`src/rtl/sar_adc_seq.sv`:
```
module sar_adc_seq #(
  parameter int RES_W   = 10,
  parameter int CH_W    = 3,
  parameter int DLY_W   = 6,
  parameter int DLY_RST = 8,
  parameter int ADDR_W  = 4
) (
  input  logic              clk,
  input  logic              rst_n,
  input  logic              bus_wr,
  input  logic [ADDR_W-1:0] bus_addr,
  input  logic [31:0]       bus_wdata,
  output logic [31:0]       bus_rdata,
  input  logic              conv_tick,
  input  logic              cmp_in,
  output logic              adc_pwr,
  output logic [CH_W-1:0]   adc_chan,
  output logic [RES_W-1:0]  trial_code,
  output logic              irq
);
  localparam int IDX_W = (RES_W > 1) ? $clog2(RES_W) : 1;
  localparam logic [ADDR_W-1:0] A_RES  = ADDR_W'(0);
  localparam logic [ADDR_W-1:0] A_STAT = ADDR_W'(4);
  localparam logic [ADDR_W-1:0] A_CTRL = ADDR_W'(8);
  localparam logic [ADDR_W-1:0] A_DLY  = ADDR_W'(12);
  localparam logic [RES_W-1:0]  MSB1   = RES_W'(1) << (RES_W - 1);

  typedef enum logic [1:0] {S_IDLE, S_WAIT, S_CONV} st_t;

  st_t              st;
  logic [DLY_W-1:0] dly_q, cnt;
  logic [RES_W-1:0] code, result, bitm, keep, code_nx;
  logic [IDX_W-1:0] idx;
  logic             pwr, ien, flag, busy;
  logic [CH_W-1:0]  chan;
  logic             wr_ctrl;

  assign busy       = (st != S_IDLE);
  assign wr_ctrl    = bus_wr && (bus_addr == A_CTRL);
  assign adc_pwr    = pwr;
  assign adc_chan   = chan;
  assign trial_code = code;
  assign irq        = ien & flag;

  assign bitm    = RES_W'(1) << idx;
  assign keep    = cmp_in ? code : (code & ~bitm);
  assign code_nx = (idx == '0) ? keep : (keep | (bitm >> 1));

  always_ff @(posedge clk or negedge rst_n) begin
    if (!rst_n) begin
      st     <= S_IDLE;
      dly_q  <= DLY_W'(DLY_RST);
      cnt    <= '0;
      code   <= '0;
      result <= '0;
      idx    <= '0;
      pwr    <= 1'b0;
      ien    <= 1'b0;
      flag   <= 1'b0;
      chan   <= '0;
    end else begin
      if (bus_wr && bus_addr == A_DLY) dly_q <= bus_wdata[DLY_W-1:0];
      if (wr_ctrl && !bus_wdata[3]) begin
        pwr  <= 1'b0;
        flag <= 1'b0;
        st   <= S_IDLE;
        chan <= bus_wdata[CH_W-1:0];
        ien  <= bus_wdata[5];
      end else if (wr_ctrl && !busy) begin
        pwr  <= 1'b1;
        flag <= 1'b0;
        chan <= bus_wdata[CH_W-1:0];
        ien  <= bus_wdata[5];
        cnt  <= dly_q;
        st   <= S_WAIT;
      end else if (conv_tick) begin
        case (st)
          S_WAIT: begin
            if (cnt == '0) begin
              st   <= S_CONV;
              code <= MSB1;
              idx  <= IDX_W'(RES_W - 1);
            end else begin
              cnt <= cnt - 1'b1;
            end
          end
          S_CONV: begin
            code <= code_nx;
            if (idx == '0) begin
              result <= code_nx;
              flag   <= 1'b1;
              st     <= S_IDLE;
            end else begin
              idx <= idx - 1'b1;
            end
          end
          default: ;
        endcase
      end
    end
  end

  logic [31:0] ctrl_rd;
  always_comb begin
    ctrl_rd              = '0;
    ctrl_rd[CH_W-1:0]    = chan;
    ctrl_rd[3]           = pwr;
    ctrl_rd[5]           = ien;
    ctrl_rd[6]           = flag;
  end

  always_comb begin
    case (bus_addr)
      A_RES:   bus_rdata = 32'(result);
      A_STAT:  bus_rdata = {31'd0, busy};
      A_CTRL:  bus_rdata = ctrl_rd;
      A_DLY:   bus_rdata = 32'(dly_q);
      default: bus_rdata = '0;
    endcase
  end
endmodule

```
`config.mk`:
```
export PLATFORM = sky130hd
export DESIGN_NAME = sar_adc_seq
export DESIGN_NICKNAME = d
export VERILOG_FILES = /design/src/rtl/sar_adc_seq.sv
export SDC_FILE = /design/constraint.sdc
export NUM_CORES = 1
export LEC_CHECK = 0
export ABC_AREA = 1
export ABC_CLOCK_PERIOD_IN_PS = 2200
export BUFFER_PORTS_ARGS = -buffer_cell sky130_fd_sc_hd__clkbuf_2
export CORE_MARGIN = 3
export CORE_UTILIZATION = 45
export DETAILED_ROUTE_END_ITERATION = 8
export GPL_ROUTABILITY_DRIVEN = 0
export HOLD_SLACK_MARGIN = 0.1
export PLACE_DENSITY = 0.73
export SYNTH_ARGS = -nofsm -noshare
export SYNTH_HDL_FRONTEND = slang
export SYNTH_SLANG_ARGS = --single-unit
```
`constraint.sdc`:
```
create_clock -name clk -period 2.2 [get_ports clk]
set_input_delay 0.44 -clock clk [delete_from_list [all_inputs] [get_ports clk]]
set_output_delay 0.44 -clock clk [all_outputs]
set_load 0.01 [all_outputs]
```
# Yosys cells after proc, flatten, opt, wreduce, memory -nomap -nowiden
# Cells that the tools add are included.
[word_totals] register_bits=44 in_bits=41 output_inout_bits=47 wordCells=82
[op_classes] n_addsub=2 eq_ne=10 shifts=1 n_mux=29 bitwise_logic=6 n_reduce_logical=24
[ops] op="$pmux 10 s4" count=1
[ops] op="$mux 10" count=3
[ops] op="$mux 6" count=4
[ops] op="$pmux 10 s2" count=1
[ops] op="$and 10x10->10" count=1
[ops] op="$mux 2" count=5
[ops] op="$not 10->10" count=1
[ops] op="$or 10x9->10" count=1
[ops] op="$reduce_and 5->1" count=2
[ops] op="$reduce_bool 2->1" count=5
[ops] op="$shl 1x4->10 const A" count=1
[ops] op="$mux 1" count=9
[ops] op="$reduce_bool 3->1" count=3
[ops] op="$eq 4x4->1 const B" count=2
[ops] op="$logic_not 4->1" count=2
[ops] op="$mux 4" count=2
[ops] op="$ne 4x4->1 const B" count=2
[ops] op="$pmux 4 s2" count=1
[ops] op="$reduce_and 4->1" count=2
[ops] op="$logic_not 6->1" count=1
[ops] op="$mux 3" count=2
[ops] op="$ne 2x2->1 const B" count=3
[ops] op="$reduce_and 6->1" count=1
[ops] op="$sub 6x1->6 const B" count=1
[ops] op="11 further kinds" count=16

# Longest topological paths before layout
# Gate-level depths: netlist (run 1).
[logic_depth] depth_word=7 depth_mapped=10 depth_no_buf=9

# Worst setup path before layout (run 1)
# OpenSTA, ideal clock, no wires.
[synth_path] path_kind="input to output" start="input bus_addr[0]" end="output bus_rdata[7]" arrival_time_ns=1.207 t_required_ns=1.760 slack_ns=0.553 path_stages=5 n_path_buf=0 path_cell_list="inv_1 -> nand2_1 -> nor3_2 -> inv_1 -> nor2_1"
[synth_via] elab_chain_cells=2 word_cells_on_any_way=5 cone_classes="3 x eq/ne; 1 x mux; 1 x reduce/logical"
[synth_lines] item="from (decl)" line_no="11" text="input logic [ADDR_W-1:0] bus_addr,"
[synth_lines] item="$eq 4x4->1, or another cell as far along" line_no="113" text="case (bus_addr)"
[synth_lines] item="$pmux 10 s4 *" line_no="113"
[synth_lines] item="to (decl)" line_no="13" text="output logic [31:0] bus_rdata,"
# Mark *: on every way between the ends. The rest lies on a longest branch, timed or not.

# Worst setup path after layout (run 1)
[layout_path] start="register st[0]" end="output bus_rdata[0]"
[layout_via] elab_chain_cells=2
[layout_lines] item="from (decl)" line_no="30" text="st_t st;"
[layout_lines] item="from (signal assigned)" line_no="51" text="st <= S_IDLE;"
[layout_lines] item="from (signal assigned)" line_no="66" text="st <= S_IDLE;"
[layout_lines] item="from (signal assigned)" line_no="75" text="st <= S_WAIT;"
[layout_lines] item="$reduce_bool 2->1" line_no="38" text="assign busy = (st != S_IDLE);"
[layout_lines] item="$pmux 10 s4" line_no="113"
# No other way between the ends.

==> results of run 1 <==
[layout by cell type, fill, tap and decap left out, drive strengths merged]
master	count
bufinv	1
conb	22
inv	36
xor2	1
clkbuf	45
a22o	1
nand4	7
nor3	1
nand3	32
nand3b	2
dfstp	1
nor2	21
nand2	153
buf	6
clkinv	2
dfrtp	43
o211ai	3
ha	10
and2	1
xnor2	1
o21ai	28
a21oi	3
[through the flow]
stage          hold WS [ps]  setup WS (ps)  std cells  area (um^2)  util, %
2_1_floorplan           144            553        398         2910        -
6_report                158            193        495         3130     52.0
4_1_cts                 172            170        495         3130     52.0
3_3_place_gp            456            423        487         3010     50.0
5_1_grt                 189           87.9        495         3130     52.0
3_5_place_dp            459            413        487         3010     50.0
[area by class of cell]
| class | instances | area, um^2 | share of cell area, % |
|---|---|---|---|
| timing repair buffer | 45 | 240 | 7.66 |
| clock buffer | 6 | 82.6 | 2.63 |
| clock inverter | 2 | 38.8 | 1.24 |
| sequential | 44 | 1100 | 35.2 |
| tap | 75 | 93.8 | 2.99 |
| multi-input combinational | 286 | 1440 | 45.8 |
| inverter | 37 | 141 | 4.51 |
[flip-flops by register name, indices dropped and copies added, names as in the netlist]
name        count
cnt             6
adc_pwr         1
adc_chan        3
ien             1
result         10
idx             4
flag            1
dly_q           6
st              2
trial_code     10
[layer usage]
layer	wire length (um)	GRT usage [%]
met3	280	3.40
met5	0	0
met4	70	5.18
met1	2880	24.1
met2	2840	28.0
[report_power, final]
group	total, mW	internal [mW]	switching (mW)
sequential	1.37	1.10	0.269
clock	0.660	0.372	0.288
combinational	1.57	0.573	0.996
total	3.60	2.05	1.55
[worst register-to-register path, delay by kind of cell (launching register included)]
family / cells / cell delay [ps]
simple gates: 6 / 670
buf+inv: 1 / 160
fa+ha+maj: 1 / 330
compound gates: 1 / 80
flops: 1 / 430
[final timing paths]
check / cells past startpoint / endpoint / start / slack, ps
worst max-delay path: 6 / bus_rdata[0] / st[0]$_DFFE_PN0P_ / 190
worst min-delay path: 1 / cnt[3]$_DFFE_PN0P_ / rst_n / 160
worst max register to register: 9 / result[9]$_DFFE_PN0P_ / idx[0]$_DFFE_PN0P_ / 430
worst min register to register: 2 / result[2]$_DFFE_PN0P_ / result[2]$_DFFE_PN0P_ / 490
max in group asynchronous: 2 / trial_code[5]$_DFFE_PN0P_ / rst_n / 1420
min in group clk: 3 / adc_chan[2]$_DFFE_PN0P_ / bus_wdata[2] / 370
[cells by family (layout without fill, tap and decap cells)]
logic type / Yosys count / after routing
buffers and inverters: 68 / 90
other: 1 / 22
and+or+nand+nor: 217 / 217
DFF: 44 / 44
adders and majority gates: 10 / 10
AOI/OAI and AO/OA: 35 / 35
xor gates and xnor gates: 2 / 2
==> Flow_metrics.wiki, run 1 <==
{| class="wikitable"
! Metric !! Value
|-
| Post-route total power || around 3.6 mW
|-
| Num rows || 28
|-
| Root buffer cell || sky130_fd_sc_hd__clkbuf_8
|-
| Final antenna diode count || 0
|-
| Final hold vios || 0
|-
| Dominant combinational cell family by area after synthesis || simple AND/OR/NAND/NOR gates
|-
| X dimension of the die || approximately 85 um
|-
| Number of detailed-routing iterations run before antenna repair || 5
|-
| Number of failing setup endpoints in the final timing report || 0
|-
| Clock edge transition at the registers on the reported setup and hold paths || 90 ps
|-
| Data arrival time of the critical path || 1570 ps
|-
| Crit path max-delay cell type || sky130_fd_sc_hd__dfrtp_1
|-
| Parity-gate share of the synthesized area counting xor and xnor cells || less than 1%
|-
| Die height || 85.4 um
|-
| Class of the most critical hold timing path || primary input to asynchronous set/reset pin
|-
| Vias per inst || 4.88
|-
| Gates resized, CTS repair || 0
|-
| Peak clock frequency supported by timing || 498 MHz
|-
| Number of fill cells || 568
|-
| Actual transition at the worst max-transition pin || 685 ps
|-
| Setup repair bufs after CTS || 0
|-
| CTS HTree Levels || 2
|-
| Max FO, Critical Path || 3
|-
| Std-Cell Core Area || between 6000 and 7000 um^2
|-
| Floorplan die area || 7290 um^2
|-
| Unrepaired setup endpoints after global routing || no
|-
| Final Critical Period || 2010 ps
|-
| Total power per unit cell area || 1150 nW/um^2
|-
| Post-synthesis instance total || 377
|-
| Maximum clock insertion buffer count || 2
|-
| Most frequent cells after synthesis || 148 x sky130_fd_sc_hd__nand2_1, 43 x sky130_fd_sc_hd__dfrtp_1, 34 x sky130_fd_sc_hd__inv_1
|-
| Final critical-path share of the clock period || 91.2%
|-
| Aggregate global routing overflow || 0
|-
| Detail-routed net length per standard cell || 12.3 um
|-
| Global-route wire length before repair || around 10,000 um
|-
| Async S/R FF share, synth || 100%
|-
| Crit Path Category || register to output port
|-
| Area share of fa/ha/maj cells after synthesis || roughly 4.4%
|-
| Cell types occupying the most area after synthesis || sky130_fd_sc_hd__dfrtp_1 38%, sky130_fd_sc_hd__nand2_1 20%, sky130_fd_sc_hd__buf_4 6.1%
|-
| Netlist area before placement || 2840 um^2
|-
| Port buffer count || 39
|-
| Number of antenna violations at the first check in global routing || 0
|-
| CTS tree || done
|-
| Warning count from the yosys run || 0
|-
| Total leakage power || 1.73 nW
|-
| Kind of end point of the critical path || output port
|-
| Portion of the post-synthesis area used by sequential elements || 38.9%
|-
| Number of placed I/O pins || 88
|-
| Outcome || complete, no violations
|-
| Sum Neg Setup Slack || 0 ps
|-
| Count of cell types in the netlist || 36
|-
| Cell taking the most area after synthesis || sky130_fd_sc_hd__dfrtp_1
|-
| Count of state elements after synthesis || 44
|-
| Global routing usage summed across all routing layers || between 10% and 20%
|-
| Drc violations || 0
|-
| Fraction of synthesized area in multiplexers || 0%
|-
| Largest net degree at the start of global routing || 28
|-
| CTS buffer count || 5
|-
| Final net count || 470
|-
| Delay of the slowest cell on the worst path || 400 ps
|-
| Number of vias after detailed routing || 2,418
|-
| Number of global-route vias before repair || 2,270
|-
| Worst EP required || 1760 ps
|-
| Initial DRC Count || 157
|-
| IR drop worst, VDD || 0.629 mV
|-
| Launching element type of the critical path || register
|-
| Mean Syn Cell Area || between 7 and 8 um^2
|-
| Hold buffer count at CTS || 0
|-
| Area added between synthesis and finish || 10.5%
|-
| Skew-Pair Late Insertion Delay || 300 ps
|-
| Most frequently used cell type in the post-synthesis netlist || sky130_fd_sc_hd__nand2_1
|-
| Final clock skew || 15.5 ps
|-
| Simple logic cell fraction of the synthesized area || 34.7%
|-
| Compound-Gate Fraction of Synth Area || approximately 8%
|-
| Total routed wirelength || 6070 um
|-
| Count of buffer and inverter cells on the critical path || 3
|-
| Cell-by-cell trace of the critical path || inv_1 -> ha_1 -> inv_1 -> nand4_1 -> nand4_1 -> clkbuf_2
|-
| Initial Util || a little under half
|-
| Flip-flop cell with the highest count after synthesis || sky130_fd_sc_hd__dfrtp_1
|-
| Number of sinks handled by clock tree synthesis || 44
|-
| Final Max Slew Viols || 0
|-
| Ratio of cells with drive above 1 in the final layout || 17.4%
|-
| Share of the synthesized area in the top cell type || a little under two fifths
|-
| Hpwl dp || ~4700 um
|-
| Post-synth EDFFs || 0
|-
| Remaining antenna violation count after routing || 0
|-
| Headroom to the max-slew limit || 54.3%
|-
| Cell class contributing the biggest share of worst-path delay || flip-flops
|-
| Max-cap violation count || 0
|}
Power figures use the tool's default switching activity.
==> run 2, diff against run 1 <==
--- a/config.mk
+++ b/config.mk
@@ -8,7 +8,7 @@
 export ABC_AREA = 1
 export ABC_CLOCK_PERIOD_IN_PS = 2200
 export BUFFER_PORTS_ARGS = -buffer_cell sky130_fd_sc_hd__clkbuf_2
-export CORE_MARGIN = 3
+export CORE_MARGIN = 8
 export CORE_UTILIZATION = 45
 export DETAILED_ROUTE_END_ITERATION = 8
 export GPL_ROUTABILITY_DRIVEN = 0
==> run 2 against run 1 <==
Against the previous run: sequential share of layout area barely moved; global-route usage fell by 2.5 points; clock power fell by 4.7%; core utilization fell by 1.5 points; first-iteration DRC count fell by 13%; cell area barely moved; setup slack got worse by 31 ps; flip-flop and latch count did not move; critical path depth did not move; critical path type unchanged.
==> Flow_metrics.wiki, run 2 (synthesis results as in run 1) <==
{| class="wikitable"
! Metric !! Value
|-
| Drc violations || 0 (unchanged)
|-
| Sum Neg Setup Slack || 0 ps (unchanged)
|-
| Skew-Pair Late Insertion Delay || 300 ps (about the same)
|-
| Met1 global-route usage || 19.1% (-5.0 points)
|-
| Relative contribution of combinational cells to total power || 44.3% (+0.7 points)
|-
| Detail-routed net length per standard cell || 13.1 um (+7.0%)
|-
| Area added between synthesis and finish || 10.6% (about the same)
|-
| CTS tree || done
|-
| Part of the power in registers || 38.1% (about the same)
|-
| CTS buffer count || 5 (unchanged)
|-
| Max FO, Critical Path || 3 (unchanged)
|-
| Unrepaired setup endpoints after global routing || no
|-
| Global-route wire length before repair || 10,900 um (+4.9%)
|-
| Number of vias after detailed routing || 2,417 (-0.041%)
|-
| Beginning of the worst register-to-register path || st[0]$_DFFE_PN0P_
|-
| Number of detailed-routing iterations run before antenna repair || 4 (-1)
|-
| Commonest non-fill, non-tap cell in the layout || sky130_fd_sc_hd__nand2_1
|-
| Final Critical Period || 2040 ps (+30.7 ps)
|-
| IR drop worst, VDD || 0.648 mV (+3.0%)
|-
| Reg-to-reg endpoint || trial_code[4]$_DFFE_PN0P_
|-
| Final worst setup slack || 162 ps (-30.7 ps)
|-
| Hpwl dp || 5070 um (+8.4%)
|-
| Total power per unit cell area || 1140 nW/um^2 (-0.38%)
|-
| Post-route cell area || 3140 um^2 (about the same)
|-
| Kind of end point of the critical path || output port
|-
| Minimum hold slack || 366 ps (+208 ps)
|-
| Final antenna diode count || 0 (unchanged)
|-
| Launching element type of the critical path || register
|-
| Combined flip-flop and latch cell area || 1100 um^2 (unchanged)
|-
| Data arrival time of the critical path || 1600 ps (+30 ps)
|-
| Power dissipated by switching net loads || 1.58 mW (+1.4%)
|-
| Footprint of the multi-input gates || 1440 um^2 (unchanged)
|-
| Number of antenna violations at the first check in global routing || 0 (unchanged)
|-
| Hold path start || bus_wdata[0]
|-
| Final hold vios || 0 (unchanged)
|-
| Cell count after placement || 489 (+0.41%)
|-
| Number of global-route vias before repair || 2,390 (+5.3%)
|-
| Number of fill cells || 620 (+9.2%)
|-
| Total routed wirelength || 6530 um (+7.6%)
|-
| Ratio of cells with drive above 1 in the final layout || 17.3% (-0.041 points)
|-
| Number of sinks handled by clock tree synthesis || 44 (unchanged)
|-
| Class of the most critical hold timing path || primary input to register
|-
| Port buffer count || 39 (unchanged)
|-
| Post-Place Setup Slack || 386 ps (-26.7 ps)
|-
| Headroom to the max-slew limit || 64.9% (+11 points)
|-
| Internal Power || 2.01 mW (-1.6%)
|-
| Max-cap violation count || 0 (unchanged)
|-
| Crit path max-delay cell type || sky130_fd_sc_hd__dfrtp_1
|-
| Number of placed I/O pins || 88 (unchanged)
|-
| Switching share of power || 43.9% (+0.75 points)
|-
| GRT met3 Usage || 3.23% (-0.17 points)
|-
| Global routing usage summed across all routing layers || 15.0% (-2.5 points)
|-
| Post-Route Utilization || 50.6% (-1.5 points)
|-
| Floorplan die area || 9100 um^2 (+25%)
|-
| Final Max Slew Viols || 0 (unchanged)
|-
| Final critical-path share of the clock period || 92.6% (+1.4 points)
|-
| Clock edge transition at the registers on the reported setup and hold paths || 90 ps (about the same)
|-
| Remaining antenna violation count after routing || 0 (unchanged)
|-
| Most Crowded Layer GR || met2
|-
| Post-Place Cell Area || 3020 um^2 (about the same)
|-
| X dimension of the die || 95.4 um (+12%)
|-
| Number of failing setup endpoints in the final timing report || 0 (unchanged)
|-
| Final net count || 471 (+0.21%)
|-
| Die height || 95.4 um (+12%)
|-
| Maximum clock insertion buffer count || 2 (unchanged)
|-
| Commonest cells after routing, fill and taps aside || 148 x sky130_fd_sc_hd__nand2_1, 43 x sky130_fd_sc_hd__dfrtp_1, 39 x sky130_fd_sc_hd__clkbuf_2
|-
| Cells on worst reg2reg path || 6 (-3)
|-
| Delay of the slowest cell on the worst path || 410 ps (about the same)
|-
| Initial DRC Count || 136 (-13%)
|-
| Relative contribution of the clock network to total power || 17.5% (-0.8 points)
|-
| Reg2reg setup slack || 390 ps (-40 ps)
|-
| Root buffer cell || sky130_fd_sc_hd__clkbuf_8
|-
| Crit Path Category || register to output port
|-
| Sink of the worst hold path || adc_chan[0]$_DFFE_PN0P_
|-
| Worst hold path stage count || 3
|-
| Actual transition at the worst max-transition pin || 521 ps (-164 ps)
|-
| Initial Util || 45.7% (-1.4 points)
|-
| Largest net degree at the start of global routing || 21 (-25%)
|-
| Outcome || complete, no violations
|-
| Cell-by-cell trace of the critical path || inv_1 -> ha_1 -> inv_1 -> nand4_1 -> nand4_1 -> clkbuf_2
|-
| Worst EP required || 1760 ps (about the same)
|-
| Peak clock frequency supported by timing || 491 MHz (-1.5%)
|-
| Aggregate global routing overflow || 0 (unchanged)
|-
| Std-Cell Core Area || 6200 um^2 (+3.0%)
|-
| Cell Count, Final, Fillers Out || 498 (+0.61%)
|-
| Total leakage power || 1.72 nW (-0.18%)
|-
| Vias per inst || 4.85 (-0.64%)
|-
| Met2 Usage GRT || 24.9% (-3.2 points)
|-
| Num rows || 29 (+3.6%)
|-
| Post-route total power || 3.59 mW (-0.30%)
|-
| CTS HTree Levels || 2 (unchanged)
|-
| Setup repair bufs after CTS || 0 (unchanged)
|-
| Final clock skew || 6.35 ps (-9.19 ps)
|}
run 2: cell count changes in the layout (fill, tap and decap cells not counted):
| cell | before | now |
|---|---|---|
| sky130_fd_sc_hd__clkinv_4 | 1 | 0 |
| sky130_fd_sc_hd__clkinv_2 | 0 | 1 |
| sky130_fd_sc_hd__clkinvlp_4 | 0 | 1 |
| sky130_fd_sc_hd__clkbuf_8 | 6 | 5 |
| sky130_fd_sc_hd__dlygate4sd3_1 | 0 | 1 |
run 2: power by group through the flow:
| stage | clock [mW] | sequential, mW | combinational [mW] |
|---|---|---|---|
| finish | 0.629 | 1.37 | 1.59 |
| global route | 0.677 | 1.41 | 1.82 |
| CTS | 0.655 | 1.37 | 1.59 |
| detailed placement | 0 | 1.38 | 1.58 |
| global placement | 0 | 1.37 | 1.53 |
| floorplan | 0 | 1.32 | 1.28 |
run 2: how the worst max path moves through the flow:
stage / end / start / slack, ps / cells past startpoint
finish: bus_rdata[0] / st[0]$_DFFE_PN0P_ / 160 / 6
global route: bus_rdata[0] / st[0]$_DFFE_PN0P_ / 70 / 6
CTS: bus_rdata[0] / st[0]$_DFFE_PN0P_ / 150 / 6
detailed placement: bus_rdata[3] / bus_addr[0] / 390 / 8
global placement: bus_rdata[3] / bus_addr[0] / 410 / 8
floorplan: bus_rdata[7] / bus_addr[0] / 550 / 5
run 2: what timing repair did:
action | in CTS | in global routing
hold buffers | 1 | 0
resized for setup | 0 | 0
endpoints found under the hold margin | 15 | 0
run 2: critical path, delay by kind of cell, from the launching register on:
family	cells	cell delay [ps]
adders and majority gates	1	310
DFF	1	410
and+or+nand+nor	2	210
buffers and inverters	3	370
run 2: routing by layer:
metal / share of wire (%) / wire length [um]
met1: 45 / 2940
met3: 6.3 / 410
met4: 1.7 / 113
met2: 47 / 3060
met5: 0 / 0
run 2: final cells by class:
type | instances | share of cell area, %
clock buffer | 5 | 2.19
clock inverter | 3 | 1.36
inverter | 37 | 4.51
multi-input combinational | 286 | 45.8
sequential | 44 | 35.1
tap | 77 | 3.07
timing repair buffer | 46 | 7.98
==> run 3, diff against run 2 <==
--- a/config.mk
+++ b/config.mk
@@ -9,11 +9,12 @@
 export ABC_CLOCK_PERIOD_IN_PS = 2200
 export BUFFER_PORTS_ARGS = -buffer_cell sky130_fd_sc_hd__clkbuf_2
 export CORE_MARGIN = 8
-export CORE_UTILIZATION = 45
+export CORE_UTILIZATION = 49
 export DETAILED_ROUTE_END_ITERATION = 8
 export GPL_ROUTABILITY_DRIVEN = 0
 export HOLD_SLACK_MARGIN = 0.1
-export PLACE_DENSITY = 0.73
+export PLACE_DENSITY = 0.78
+export SLEW_MARGIN = 30
 export SYNTH_ARGS = -nofsm -noshare
 export SYNTH_HDL_FRONTEND = slang
 export SYNTH_SLANG_ARGS = --single-unit
==> run 3 against run 2 <==
Against the previous run: critical path depth did not move; sequential power about the same; clock power is 2% lower; largest power group unchanged; highest routed layer unchanged.
==> Flow_metrics.wiki, run 3 (synthesis results as in run 1) <==
{| class="wikitable"
! Metric !! Value
|-
| Count of buffer and inverter cells on the critical path || 3 (unchanged)
|-
| Relative contribution of the clock network to total power || 17.3% (-0.2 points)
|-
| Max-cap violation count || 0 (unchanged)
|-
| X dimension of the die || 92.1 um (-3.5%)
|-
| Unrepaired setup endpoints after global routing || no
|-
| Cell class contributing the biggest share of worst-path delay || flip-flops
|-
| Detail-routed net length per standard cell || 12.8 um (-2.0%)
|-
| Hpwl dp || 4880 um (-3.7%)
|-
| Final clock skew || 14.0 ps (+7.62 ps)
|-
| Vias per inst || 4.91 (+1.2%)
|-
| Worst EP required || 1760 ps (about the same)
|-
| Kind of end point of the critical path || output port
|-
| Number of vias after detailed routing || 2,411 (-0.25%)
|-
| Ratio of cells with drive above 1 in the final layout || 16.9% (-0.39 points)
|-
| Global routing usage summed across all routing layers || 15.2% (+0.14 points)
|-
| Hold buffer count at CTS || 0 (-1)
|-
| Start point of the critical path || st[0]$_DFFE_PN0P_
|-
| Delay of the slowest cell on the worst path || 410 ps (about the same)
|-
| Part of the power in registers || 38.6% (+0.5 points)
|-
| Global-route wire length before repair || 10,800 um (-0.95%)
|-
| Drc violations || 0 (unchanged)
|-
| Sum Neg Setup Slack || 0 ps (unchanged)
|-
| Number of detailed-routing iterations run before antenna repair || 4 (unchanged)
|-
| Floorplan die area || 8480 um^2 (-6.8%)
|-
| Largest net degree at the start of global routing || 45 (+110%)
|-
| CTS tree || done
|-
| Post-Route Utilization || 56.1% (+5.6 points)
|-
| Launching element type of the critical path || register
|-
| Total leakage power || 1.72 nW (-0.46%)
|-
| Number of sinks handled by clock tree synthesis || 44 (unchanged)
|-
| Skew-Pair Late Insertion Delay || 300 ps (about the same)
|-
| Final antenna diode count || 0 (unchanged)
|-
| Actual transition at the worst max-transition pin || 551 ps (+29.7 ps)
|-
| Final worst setup slack || 178 ps (+16.4 ps)
|-
| Clock edge transition at the registers on the reported setup and hold paths || 90 ps (about the same)
|-
| Initial DRC Count || 114 (-16%)
|-
| Cell Count, Final, Fillers Out || 491 (-1.4%)
|-
| Setup repair bufs after CTS || 0 (unchanged)
|-
| Area added between synthesis and finish || 9.66%
|-
| Commonest non-fill, non-tap cell in the layout || sky130_fd_sc_hd__nand2_1
|-
| IR drop worst, VDD || 0.661 mV (+1.9%)
|-
| Number of placed I/O pins || 88 (unchanged)
|-
| Num rows || 27 (-6.9%)
|-
| Minimum hold slack || 207 ps (-159 ps)
|-
| Aggregate global routing overflow || 0 (unchanged)
|-
| Final critical-path share of the clock period || 91.9% (-0.74 points)
|-
| Switching share of power || 43.5% (-0.42 points)
|-
| Final Max Slew Viols || 0 (unchanged)
|-
| Cell-by-cell trace of the critical path || inv_1 -> ha_1 -> inv_1 -> nand4_1 -> nand4_1 -> clkbuf_2
|-
| Cell count after placement || 483 (-1.2%)
|-
| Crit Path Category || register to output port
|-
| Gates resized, CTS repair || 0 (unchanged)
|-
| Relative contribution of combinational cells to total power || 44.1% (-0.2 points)
|-
| Number of failing setup endpoints in the final timing report || 0 (unchanged)
|-
| Total routed wirelength || 6310 um (-3.4%)
|-
| Std-Cell Core Area || 5540 um^2 (-11%)
|-
| Total power per unit cell area || 1140 nW/um^2 (about the same)
|-
| Number of fill cells || 534 (-14%)
|-
| Port buffer count || 39 (unchanged)
|-
| Max FO, Critical Path || 3 (unchanged)
|-
| Final net count || 469 (-0.42%)
|-
| Data arrival time of the critical path || 1580 ps (-20 ps)
|-
| Root buffer cell || sky130_fd_sc_hd__clkbuf_8
|-
| Final hold vios || 0 (unchanged)
|-
| Initial Util || 51.2% (+5.5 points)
|-
| CTS buffer count || 5 (unchanged)
|-
| Internal Power || 2.01 mW (-0.14%)
|-
| Remaining antenna violation count after routing || 0 (unchanged)
|-
| Peak clock frequency supported by timing || 495 MHz (+0.81%)
|-
| Power dissipated by switching net loads || 1.55 mW (-1.8%)
|-
| Number of global-route vias before repair || 2,330 (-2.5%)
|-
| CTS HTree Levels || 2 (unchanged)
|-
| Commonest cells after routing, fill and taps aside || 148 x sky130_fd_sc_hd__nand2_1, 43 x sky130_fd_sc_hd__dfrtp_1, 39 x sky130_fd_sc_hd__clkbuf_2
|-
| Outcome || complete, no violations
|-
| Headroom to the max-slew limit || 63.3% (-1.6 points)
|-
| Class of the most critical hold timing path || primary input to asynchronous set/reset pin
|-
| Crit path max-delay cell type || sky130_fd_sc_hd__dfrtp_1
|-
| Die height || 92.1 um (-3.5%)
|-
| Post-Place Setup Slack || 373 ps (-13.1 ps)
|-
| Number of antenna violations at the first check in global routing || 0 (unchanged)
|-
| Beginning of the worst register-to-register path || idx[0]$_DFFE_PN0P_
|-
| Final Critical Period || 2020 ps (-16.4 ps)
|-
| Maximum clock insertion buffer count || 2 (unchanged)
|}
## run 3: cell count changes in the layout (fill, tap and decap cells not counted)
cell,before,now
sky130_fd_sc_hd__clkinvlp_4,1,0
sky130_fd_sc_hd__buf_4,6,5
sky130_fd_sc_hd__dlygate4sd3_1,1,0
sky130_fd_sc_hd__clkbuf_1,0,1
## run 3: path summary, 6_finish.rpt
kind / depth (start not counted) / end / slack [ps]
min reg2reg: 2 / result[5]$_DFFE_PN0P_ / 480
min: 2 / dly_q[1]$_DFFE_PN0P_ / 210
max reg2reg: 9 / result[9]$_DFFE_PN0P_ / 350
max: 6 / bus_rdata[0] / 180
min in group clk: 3 / adc_chan[2]$_DFFE_PN0P_ / 370
max in group asynchronous: 2 / result[7]$_DFFE_PN0P_ / 1610
## run 3: area by class of cell
class                           count  area, um^2  share of cell area [%]
Multi-Input combinational cell    286        1440                    46.2
Sequential cell                    44        1100                    35.5
Timing Repair Buffer               44         233                    7.48
Inverter                           37         141                    4.55
Tap cell                           72        90.1                    2.90
Clock buffer                        6        72.6                    2.33
Clock inverter                      2        35.0                    1.13
## run 3: through the flow
| stage | area [um^2] | total power [mW] |
|---|---|---|
| floorplan | 2910 | 2.60 |
| global placement | 3000 | 2.89 |
| detailed placement | 3000 | 2.95 |
| CTS | 3110 | 3.58 |
| global route | 3110 | 3.90 |
| finish | 3110 | 3.56 |
## run 3: power by group through the flow
stage               logic (mW)  clock network, mW  registers [mW]
CTS                       1.58              0.632            1.37
finish                    1.57              0.614            1.37
floorplan                 1.28                  0            1.32
global route              1.81              0.673            1.42
global placement          1.52                  0            1.37
detailed placement        1.57                  0            1.38
## run 3: layer usage
metal / part of all wire (%) / GRT usage, %
met3: 5.9 / 4.24
met5: 0 / 0
met1: 46 / 18.6
met2: 47 / 25.0
met4: 1.3 / 5.23
